==> src/rtl/dev_id_pkg.sv <==
package dev_id_pkg;
  typedef enum logic [2:0] {
    ST_IDLE,   // no handshake in progress
    ST_QUERY,  // reserved write seen, waiting for queried address
    ST_SEL,    // own address matched
    ST_ARMED,  // selected and repeated START seen
    ST_READ    // serving identification bytes
  } id_state_e;
endpackage

==> src/rtl/dev_id_fsm.sv <==
module dev_id_fsm
  import dev_id_pkg::*;
#(
  parameter int          ADDR_W   = 7,
  parameter logic [6:0]  RSV_ADDR = 7'h7C
) (
  input  logic              clk_i,
  input  logic              rst_ni,
  input  logic [ADDR_W-1:0] own_addr_i,
  input  logic              start_i,
  input  logic              rstart_i,
  input  logic              stop_i,
  input  logic              byte_vld_i,
  input  logic [7:0]        byte_i,
  input  logic              mack_vld_i,
  input  logic              mack_i,
  output logic              ack_o,
  output logic              load_o,
  output logic              adv_o,
  output logic              clr_o
);
  localparam logic [7:0] RSV_WR = {RSV_ADDR, 1'b0};
  localparam logic [7:0] RSV_RD = {RSV_ADDR, 1'b1};

  id_state_e st_q, st_d;
  logic      first_q, first_d;
  logic      ack_q, ack_d;

  always_comb begin
    st_d   = st_q;
    ack_d  = 1'b0;
    load_o = 1'b0;
    adv_o  = 1'b0;
    clr_o  = 1'b0;
    if (stop_i || start_i) begin
      st_d  = ST_IDLE;
      clr_o = 1'b1;
    end else if (rstart_i) begin
      if (st_q == ST_SEL) st_d = ST_ARMED;
      else begin
        st_d  = ST_IDLE;
        clr_o = 1'b1;
      end
    end else if (byte_vld_i) begin
      if (first_q && byte_i == RSV_WR) begin
        st_d  = ST_QUERY;
        ack_d = 1'b1;
        clr_o = 1'b1;
      end else if (first_q && byte_i == RSV_RD && st_q == ST_ARMED) begin
        st_d   = ST_READ;
        ack_d  = 1'b1;
        load_o = 1'b1;
      end else if (!first_q && st_q == ST_QUERY && byte_i[7:1] == own_addr_i) begin
        st_d  = ST_SEL;
        ack_d = 1'b1;
      end else begin
        st_d  = ST_IDLE;
        clr_o = 1'b1;
      end
    end else if (mack_vld_i && st_q == ST_READ) begin
      if (mack_i) adv_o = 1'b1;
      else begin
        st_d  = ST_IDLE;
        clr_o = 1'b1;
      end
    end
  end

  always_comb begin
    first_d = first_q;
    if (start_i || rstart_i)       first_d = 1'b1;
    else if (byte_vld_i || stop_i) first_d = 1'b0;
  end

  always_ff @(posedge clk_i or negedge rst_ni) begin
    if (!rst_ni) begin
      st_q    <= ST_IDLE;
      first_q <= 1'b0;
      ack_q   <= 1'b0;
    end else begin
      st_q    <= st_d;
      first_q <= first_d;
      ack_q   <= ack_d;
    end
  end

  assign ack_o = ack_q;
endmodule

==> src/rtl/dev_id_tx.sv <==
module dev_id_tx #(
  parameter int ID_W = 24
) (
  input  logic            clk_i,
  input  logic            rst_ni,
  input  logic [ID_W-1:0] id_word_i,
  input  logic            load_i,
  input  logic            adv_i,
  input  logic            clr_i,
  output logic            tx_vld_o,
  output logic [7:0]      tx_byte_o
);
  localparam int NB    = ID_W / 8;
  localparam int IDX_W = (NB > 1) ? $clog2(NB) : 1;
  localparam logic [IDX_W-1:0] LAST = IDX_W'(NB - 1);

  logic [7:0]       id_bytes [NB];
  logic [IDX_W-1:0] idx_q, idx_nxt;
  logic             vld_q;
  logic [7:0]       byte_q;

  for (genvar g = 0; g < NB; g++) begin : g_slice
    assign id_bytes[g] = id_word_i[ID_W-1-8*g -: 8];
  end

  assign idx_nxt = (idx_q == LAST) ? '0 : idx_q + 1'b1;

  always_ff @(posedge clk_i or negedge rst_ni) begin
    if (!rst_ni) begin
      idx_q  <= '0;
      vld_q  <= 1'b0;
      byte_q <= '0;
    end else begin
      vld_q <= load_i | adv_i;
      if (clr_i || load_i) idx_q <= '0;
      else if (adv_i)      idx_q <= idx_nxt;
      if (load_i)          byte_q <= id_bytes[0];
      else if (adv_i)      byte_q <= id_bytes[idx_nxt];
    end
  end

  assign tx_vld_o  = vld_q;
  assign tx_byte_o = byte_q;
endmodule

==> src/rtl/dev_id_responder.sv <==
module dev_id_responder #(
  parameter logic [7:0] MAKER_ID = 8'hA5,
  parameter logic [6:0] CAT_ID   = 7'h2B,
  parameter logic [5:0] FEAT_ID  = 6'h19,
  parameter logic [2:0] REV_ID   = 3'h5,
  parameter logic [6:0] RSV_ADDR = 7'h7C
) (
  input  logic       clk_i,
  input  logic       rst_ni,
  input  logic [6:0] own_addr_i,
  input  logic       start_i,
  input  logic       rstart_i,
  input  logic       stop_i,
  input  logic       byte_vld_i,
  input  logic [7:0] byte_i,
  input  logic       mack_vld_i,
  input  logic       mack_i,
  output logic       ack_o,
  output logic       tx_vld_o,
  output logic [7:0] tx_byte_o
);
  localparam int ID_W = $bits(MAKER_ID) + $bits(CAT_ID) + $bits(FEAT_ID) + $bits(REV_ID);
  localparam logic [ID_W-1:0] ID_WORD = {MAKER_ID, CAT_ID, FEAT_ID, REV_ID};

  logic load, adv, clr;

  dev_id_fsm #(.ADDR_W(7), .RSV_ADDR(RSV_ADDR)) u_fsm (
    .clk_i, .rst_ni, .own_addr_i, .start_i, .rstart_i, .stop_i,
    .byte_vld_i, .byte_i, .mack_vld_i, .mack_i,
    .ack_o, .load_o(load), .adv_o(adv), .clr_o(clr)
  );

  dev_id_tx #(.ID_W(ID_W)) u_tx (
    .clk_i, .rst_ni, .id_word_i(ID_WORD),
    .load_i(load), .adv_i(adv), .clr_i(clr),
    .tx_vld_o, .tx_byte_o
  );
endmodule

==> config.mk <==
export PLATFORM = sky130hd
export DESIGN_NAME = dev_id_responder
export DESIGN_NICKNAME = d
export VERILOG_FILES = /design/src/rtl/dev_id_pkg.sv /design/src/rtl/dev_id_fsm.sv /design/src/rtl/dev_id_tx.sv /design/src/rtl/dev_id_responder.sv
export SDC_FILE = /design/constraint.sdc
export NUM_CORES = 1
export LEC_CHECK = 0
export ABC_AREA = 1
export BUFFER_PORTS_ARGS = -buffer_cell sky130_fd_sc_hd__clkbuf_2
export CAP_MARGIN = 20
export CORE_MARGIN = 1.5
export CORE_UTILIZATION = 25
export DETAILED_ROUTE_END_ITERATION = 16
export HOLD_SLACK_MARGIN = 0.05
export SLEW_MARGIN = 20
export SYNTH_ARGS = -nofsm -noshare
export SYNTH_HDL_FRONTEND = slang
export SYNTH_SLANG_ARGS = --single-unit
==> constraint.sdc <==
create_clock -name clk_i -period 1.5 [get_ports clk_i]
set_clock_uncertainty 0.05 [all_clocks]
set_input_delay 0.3 -clock clk_i [delete_from_list [all_inputs] [get_ports clk_i]]
set_output_delay 0.3 -clock clk_i [all_outputs]
set_load 0.05 [all_outputs]
# Word-level counts from Yosys, hierarchy flattened

Index checks and enable logic that the tools add are counted.

Reductions and logical operators: 16
Order comparisons: 1
Multiply operators: 0
Equal/unequal tests: 9
Add/subtract/negate cells: 1
Shift operators: 0
Divide/modulo/power cells: 0
Multiplexer cells: 44
Bitwise gates (word level): 2

Operator list:

| cell                                                                   | count |
|---|---|
| 8-bit two-way mux                                                      | 4 |
| 1-bit two-way mux                                                      | 27 |
| 3-bit two-way mux                                                      | 7 |
| 8-bit binary-select mux with 2-bit select                              | 1 |
| 8-bit equality test (second input constant)                            | 2 |
| 2-bit two-way mux                                                      | 5 |
| 7-bit equality test                                                    | 1 |
| 3-bit by 2-bit equality test with 1-bit output (second input constant) | 2 |
| 1-bit logical AND                                                      | 6 |
| 2-bit nonzero test                                                     | 3 |
| 1-bit logical OR                                                       | 4 |
| 4-bit by 3-bit != test with 1-bit output (second input constant)       | 1 |
| 4-bit nonzero test                                                     | 1 |
| 3-bit by 1-bit equality test with 1-bit output (second input constant) | 1 |
| 3-bit equality test (second input constant)                            | 1 |
| 3-bit >= comparator (second input constant)                            | 1 |
| 2-bit NOT with 3-bit output                                            | 1 |
| 2-bit by 1-bit adder with 2-bit output (second input constant)         | 1 |
| 2-bit equality test (second input constant)                            | 1 |
| 2-bit AND reduction                                                    | 1 |
| 1-bit logical NOT                                                      | 1 |
| 1-bit OR                                                               | 1 |

Word-level logic and storage cells: 79
Bits in latches: 0
ROM bits: 0
Memories kept: 0
Bits in writable memories: 0
Bits in registers: 16
Output and inout bits: 10
Input port bits: 23

# Depth between registers and ports, before layout

Word-level depth: 11
Gate-level depth with buffers: 11
Mapped depth without buffers: 11

# Cells and area by module

Synthesis repeated with hierarchy kept, for this count alone.

Cells, all modules: 204
Area total of the unflattened synthesis: 1253.7 um2

By module, submodules not included:

| module           | sequential area each (um2) | area an instance (um2) | cells an instance | instances |
|---|---|---|---|---|
| dev_id_fsm       | 125.1                      | 635.6                  | 121               | 1 |
| dev_id_tx        | 275.3                      | 610.6                  | 81                | 1 |
| dev_id_responder | 0.0                        | 7.5                    | 2                 | 1 |

# Worst setup path after synthesis

OpenSTA, ideal clock, no wires.

Path kind: register -> register
Start: register u_fsm.st_q[1]
End: register u_tx.byte_q[4], in the netlist u_tx.tx_byte_o[4]
Period minus slack after synthesis: 1290 ps
Path slack: 210 ps
Required time: 1331 ps
Arrival: 1120 ps
Cell stages (with the launch flop): 9
Buffers on the path: 0
Library setup time: 119 ps
Path through: dfrtp_1 -> nor3_2 -> nand2_2 -> nor2_4 -> nand2_2 -> nand2_2 -> inv_2 -> nand2_1 -> nand2_1

Cells in the longest elaborated chain, start to end: 8
Elaborated cells on any way between the ends: 15
Those cells by class: eq/ne (2); mux (10); reduce/logical (3)

Ends and longest elaborated chain:

| element                                                        | line             | RTL |
|---|---|---|
| start: declaration                                             | dev_id_fsm.sv:25 | `id_state_e st_q, st_d;` |
| start signal: assignment                                       | dev_id_fsm.sv:81 | `st_q <= st_d;` |
| 3-bit by 2-bit equality test with 1-bit output                 | dev_id_fsm.sv:49 | `end else if (first_q && byte_i == RSV_RD && st_q == ST_ARMED) begin` |
| 1-bit logical AND                                              | dev_id_fsm.sv:49 |  |
| 1-bit two-way mux                                              | dev_id_fsm.sv:49 |  |
| 1-bit two-way mux                                              | dev_id_fsm.sv:45 | `if (first_q && byte_i == RSV_WR) begin` |
| 1-bit two-way mux                                              | dev_id_fsm.sv:44 | `end else if (byte_vld_i) begin` |
| 1-bit two-way mux                                              | dev_id_fsm.sv:38 | `end else if (rstart_i) begin` |
| 1-bit two-way mux                                              | dev_id_fsm.sv:35 | `if (stop_i \|\| start_i) begin` |
| 8-bit two-way mux / 2-bit nonzero test (equally long branches) | -                |  |
| end signal: assignment                                         | dev_id_tx.sv:37  | `if (load_i) byte_q <= id_bytes[0];` |
| end signal: assignment                                         | dev_id_tx.sv:38  | `else if (adv_i) byte_q <= id_bytes[idx_nxt];` |
| end: declaration                                               | dev_id_tx.sv:20  | `logic [7:0] byte_q;` |

Parallel ways exist; a longest one is shown, timed or not.
A chain may end at the register's enable or synchronous reset.

# Worst setup path after layout

Start: register u_fsm.st_q[1]
End: register u_tx.byte_q[6], in the netlist u_tx.tx_byte_o[6]

The elaborated chain is that of the path after synthesis.

==> results.json <==
{
  "clk_pin_slew_ns": 0.09,
  "die_h_um": 62.36,
  "crit_chain": "nor3_4 -> nand2_2 -> nor2_4 -> nand2_2 -> nand2_2 -> inv_2 -> nand2_1 -> nand2_1",
  "grt_overflow": 0,
  "worst_pin_slew_ns": 0.3375,
  "routed_wl_mm": 1.893,
  "cts_setup_buffers": 0,
  "maxCapViolCount": 0,
  "p_per_area_nw_per_um2": 674.0,
  "area_growth_pct": 29.12,
  "drtPass1Iterations": 4,
  "sw_frac_of_total_pct": 25.15,
  "maxSlewHeadroom_pct": 77.50,
  "synth.cells.most_frequent": "nand2_1 (42), inv_1 (23), dfrtp_1 (14)",
  "hold_start": "start_i",
  "syn_area_sq_um": 880.8,
  "design.die.area_sq_um": 3889,
  "via_per_inst": 4.048,
  "period_share_pct": 92.51,
  "holdPathEnd": "u_fsm.first_q",
  "p_switching_mw": 0.1928,
  "place_area_sq_um": 1084,
  "fp.dieW_um": 62.36,
  "r2r_cells": 8,
  "routedWlPerCell_um": 9.014,
  "port_buffers": 32,
  "fin_area_sq_um": 1137,
  "rsz0062_at_grt": "no",
  "synthCells": 129,
  "worst_hold_path_type": "primary input to register",
  "crit_arrival_ns": 1.51,
  "yosys.cell_count.top_type": "nand2_1",
  "synth.distinct_cells": 20,
  "core_sq_um": 3363,
  "hold_violations": 0,
  "clock_latency_ns": 0.28,
  "rrSetupSlack_ns": 0.11,
  "clock-root-buffer": "clkbuf_4",
  "outcome": "finished, final reports clean",
  "place_congestion": 0.8350,
  "combPwrFrac_pct": 13.8,
  "holdPathStages": 3,
  "grtUsageTotal_pct": 10.45,
  "dp_hpwl_mm": 1.598,
  "vdd_drop_max_v": 0.0002788,
  "seq_area_sq_um": 351.6,
  "yosys.area.top_type": "dfrtp_1",
  "slowest_delay_ns": 0.44,
  "cts-root-to-sink-buffers": 2,
  "cpMostUsedCell": "nand2_2",
  "drc": 0,
  "ys_seq_area_share_pct": 39.77,
  "whs_ns": 0.2435,
  "synth_seq_cells": 14,
  "drtIter0Drc": 21,
  "synth_top_area_share_pct": 39.77,
  "critical_path_class": "register to register",
  "cp.required_ns": 1.63,
  "cp-end-kind": "register",
  "tns_ns": 0,
  "rr_endpoint": "u_tx.tx_byte_o[6]",
  "fill_cells": 396,
  "p_leak_nw": 0.6563,
  "grt_max_degree": 15,
  "routed-via-count": 850,
  "synth_area_leaders": "dfrtp_1 (40%), nand2_1 (18%), inv_1 (9.8%), nand3_1 (5.7%), nor2_1 (5.5%)",
  "period_minus_slack_ns": 1.388,
  "diodes": 0,
  "grt_pass1_vias": 747,
  "power.share.clock_pct": 36.1,
  "syn_nets": 152,
  "synth_ff_type": "dfrtp_1",
  "cp-start-kind": "register",
  "htreeDepth": 1,
  "postSynthAreaPerCell_sq_um": 6.828,
  "cts_tree": "built",
  "internal_power_mw": 0.5738,
  "initial_utilization_pct": 26.19,
  "clock_sinks": 14,
  "pin_count": 33,
  "antenna_found_initial": 0,
  "fmax_mhz": 720.6,
  "fin_nets": 188,
  "postRouteAntennaNets": 0,
  "grt_pass1_wl_mm": 3.229,
  "finalSetupViolCount": 0,
  "row_count": 21,
  "synthArstFlopShare_pct": 100.0,
  "preCtsSetupSlack_ns": 0.08240,
  "layout_setup_ws_ns": 0.1123,
  "synth_enable_flop_cells": 0,
  "ys_warn_count": 0,
  "crit_fanout": 5,
  "p_seq_share_pct": 50.2,
  "multi_input_area_sq_um": 431.7,
  "r2r-start": "u_fsm.st_q[1]",
  "slowest_stage": "dfrtp_1",
  "layout-drive-gt1-share_pct": 27.44,
  "slew_viol_final": 0,
  "cts_buffers": 3
}
power by group through the flow:
| stage | sequential, mW | clock [mW] | combinational (mW) |
|---|---|---|---|
| after floorplan | 0.391 | 0 | 0.0472 |
| after global placement | 0.391 | 0 | 0.103 |
| after detailed placement | 0.391 | 0 | 0.104 |
| after CTS | 0.384 | 0.275 | 0.107 |
| after global routing | 0.385 | 0.303 | 0.121 |
| final | 0.384 | 0.277 | 0.106 |
metal layers:
layer | GRT usage, % | vias to the layer above | wire length, um
met5 | 0 | - | 0
li1 | - | 467 | -
met2 | 16.30 | 15 | 856
met3 | 2.899 | 2 | 67
met1 | 13.16 | 366 | 946
met4 | 5.556 | 0 | 21
cells in the final DEF (no fill, tap or decap):
master	count
nand2_1	42
clkbuf_2	32
inv_1	23
nor2_1	13
dfrtp_1	13
nand3_1	10
xnor2_1	4
o21ai_0	4
nand2_2	3
nand4_1	3
clkbuf_4	3
o21ai_1	2
nor3_4	1
nor2_4	1
nor2_2	1
nand3b_1	1
inv_2	1
nand4_2	1
a21oi_1	1
or2_1	1
o21a_1	1
clkbuf_8	1
dlygate4sd3_1	1
dfrtp_2	1
cells by family after synthesis:
family	after synthesis	synth area share, %
compound gates	8	4.828
flops	14	39.77
buf+inv	26	11.93
simple gates	77	39.49
xor+xnor	4	3.977
how the worst max path moves through the flow:
stage / startpoint / endpoint / slack [ns] / cells past startpoint
after floorplan: u_fsm.st_q[1] / u_tx.tx_byte_o[4] / 0.21 / 8
final: u_fsm.st_q[1] / u_tx.tx_byte_o[6] / 0.11 / 8
after CTS: u_fsm.st_q[1] / u_tx.tx_byte_o[6] / 0.05 / 8
after global routing: u_fsm.st_q[1] / u_tx.idx_q[1] / 0.003 / 7
after global placement: u_fsm.st_q[0] / u_tx.tx_byte_o[6] / 0.09 / 8
after detailed placement: byte_i[1] / u_tx.tx_byte_o[3] / 0.08 / 9
what timing repair did:
| item | CTS | global route |
|---|---|---|
| resized for setup | 0 | 3 |
| hold buffers | 1 | 0 |
| endpoints found under the setup margin | 0 | 4 |
| endpoints found under the hold margin | 14 | 0 |
through the flow:
| stage | util, % | std cells | total power, mW |
|---|---|---|---|
| 6_report | 33.82 | 210 | 0.7665 |
| 5_1_grt | 33.82 | 210 | 0.8095 |
| 4_1_cts | 33.59 | 210 | 0.7653 |
| 3_5_place_dp | 32.22 | 205 | 0.4951 |
| 3_3_place_gp | 32.22 | 205 | 0.4941 |
| 2_1_floorplan | - | 129 | 0.4381 |
flip-flops by register name, summed over array words and instances (netlist names):
signal / cells
u_tx.tx_byte_o: 6
u_tx.idx_q: 2
u_tx.tx_vld_o: 1
u_fsm.first_q: 1
u_fsm.st_q: 3
u_fsm.ack_o: 1
layout make-up:
class	instances	area share (%)
Inverter	24	7.921
Multi-Input combinational cell	89	37.95
Clock buffer	4	3.190
Sequential cell	14	30.91
Tap cell	46	5.061
Timing Repair Buffer	33	14.96
worst max-delay path, delay by kind of cell, from the launching register on:
family                 cells  cell delay [ns]
flip-flops                 1             0.44
buffers and inverters      1             0.05
AND/OR/NAND/NOR            7             0.73
(Power assumes the default switching activity.)
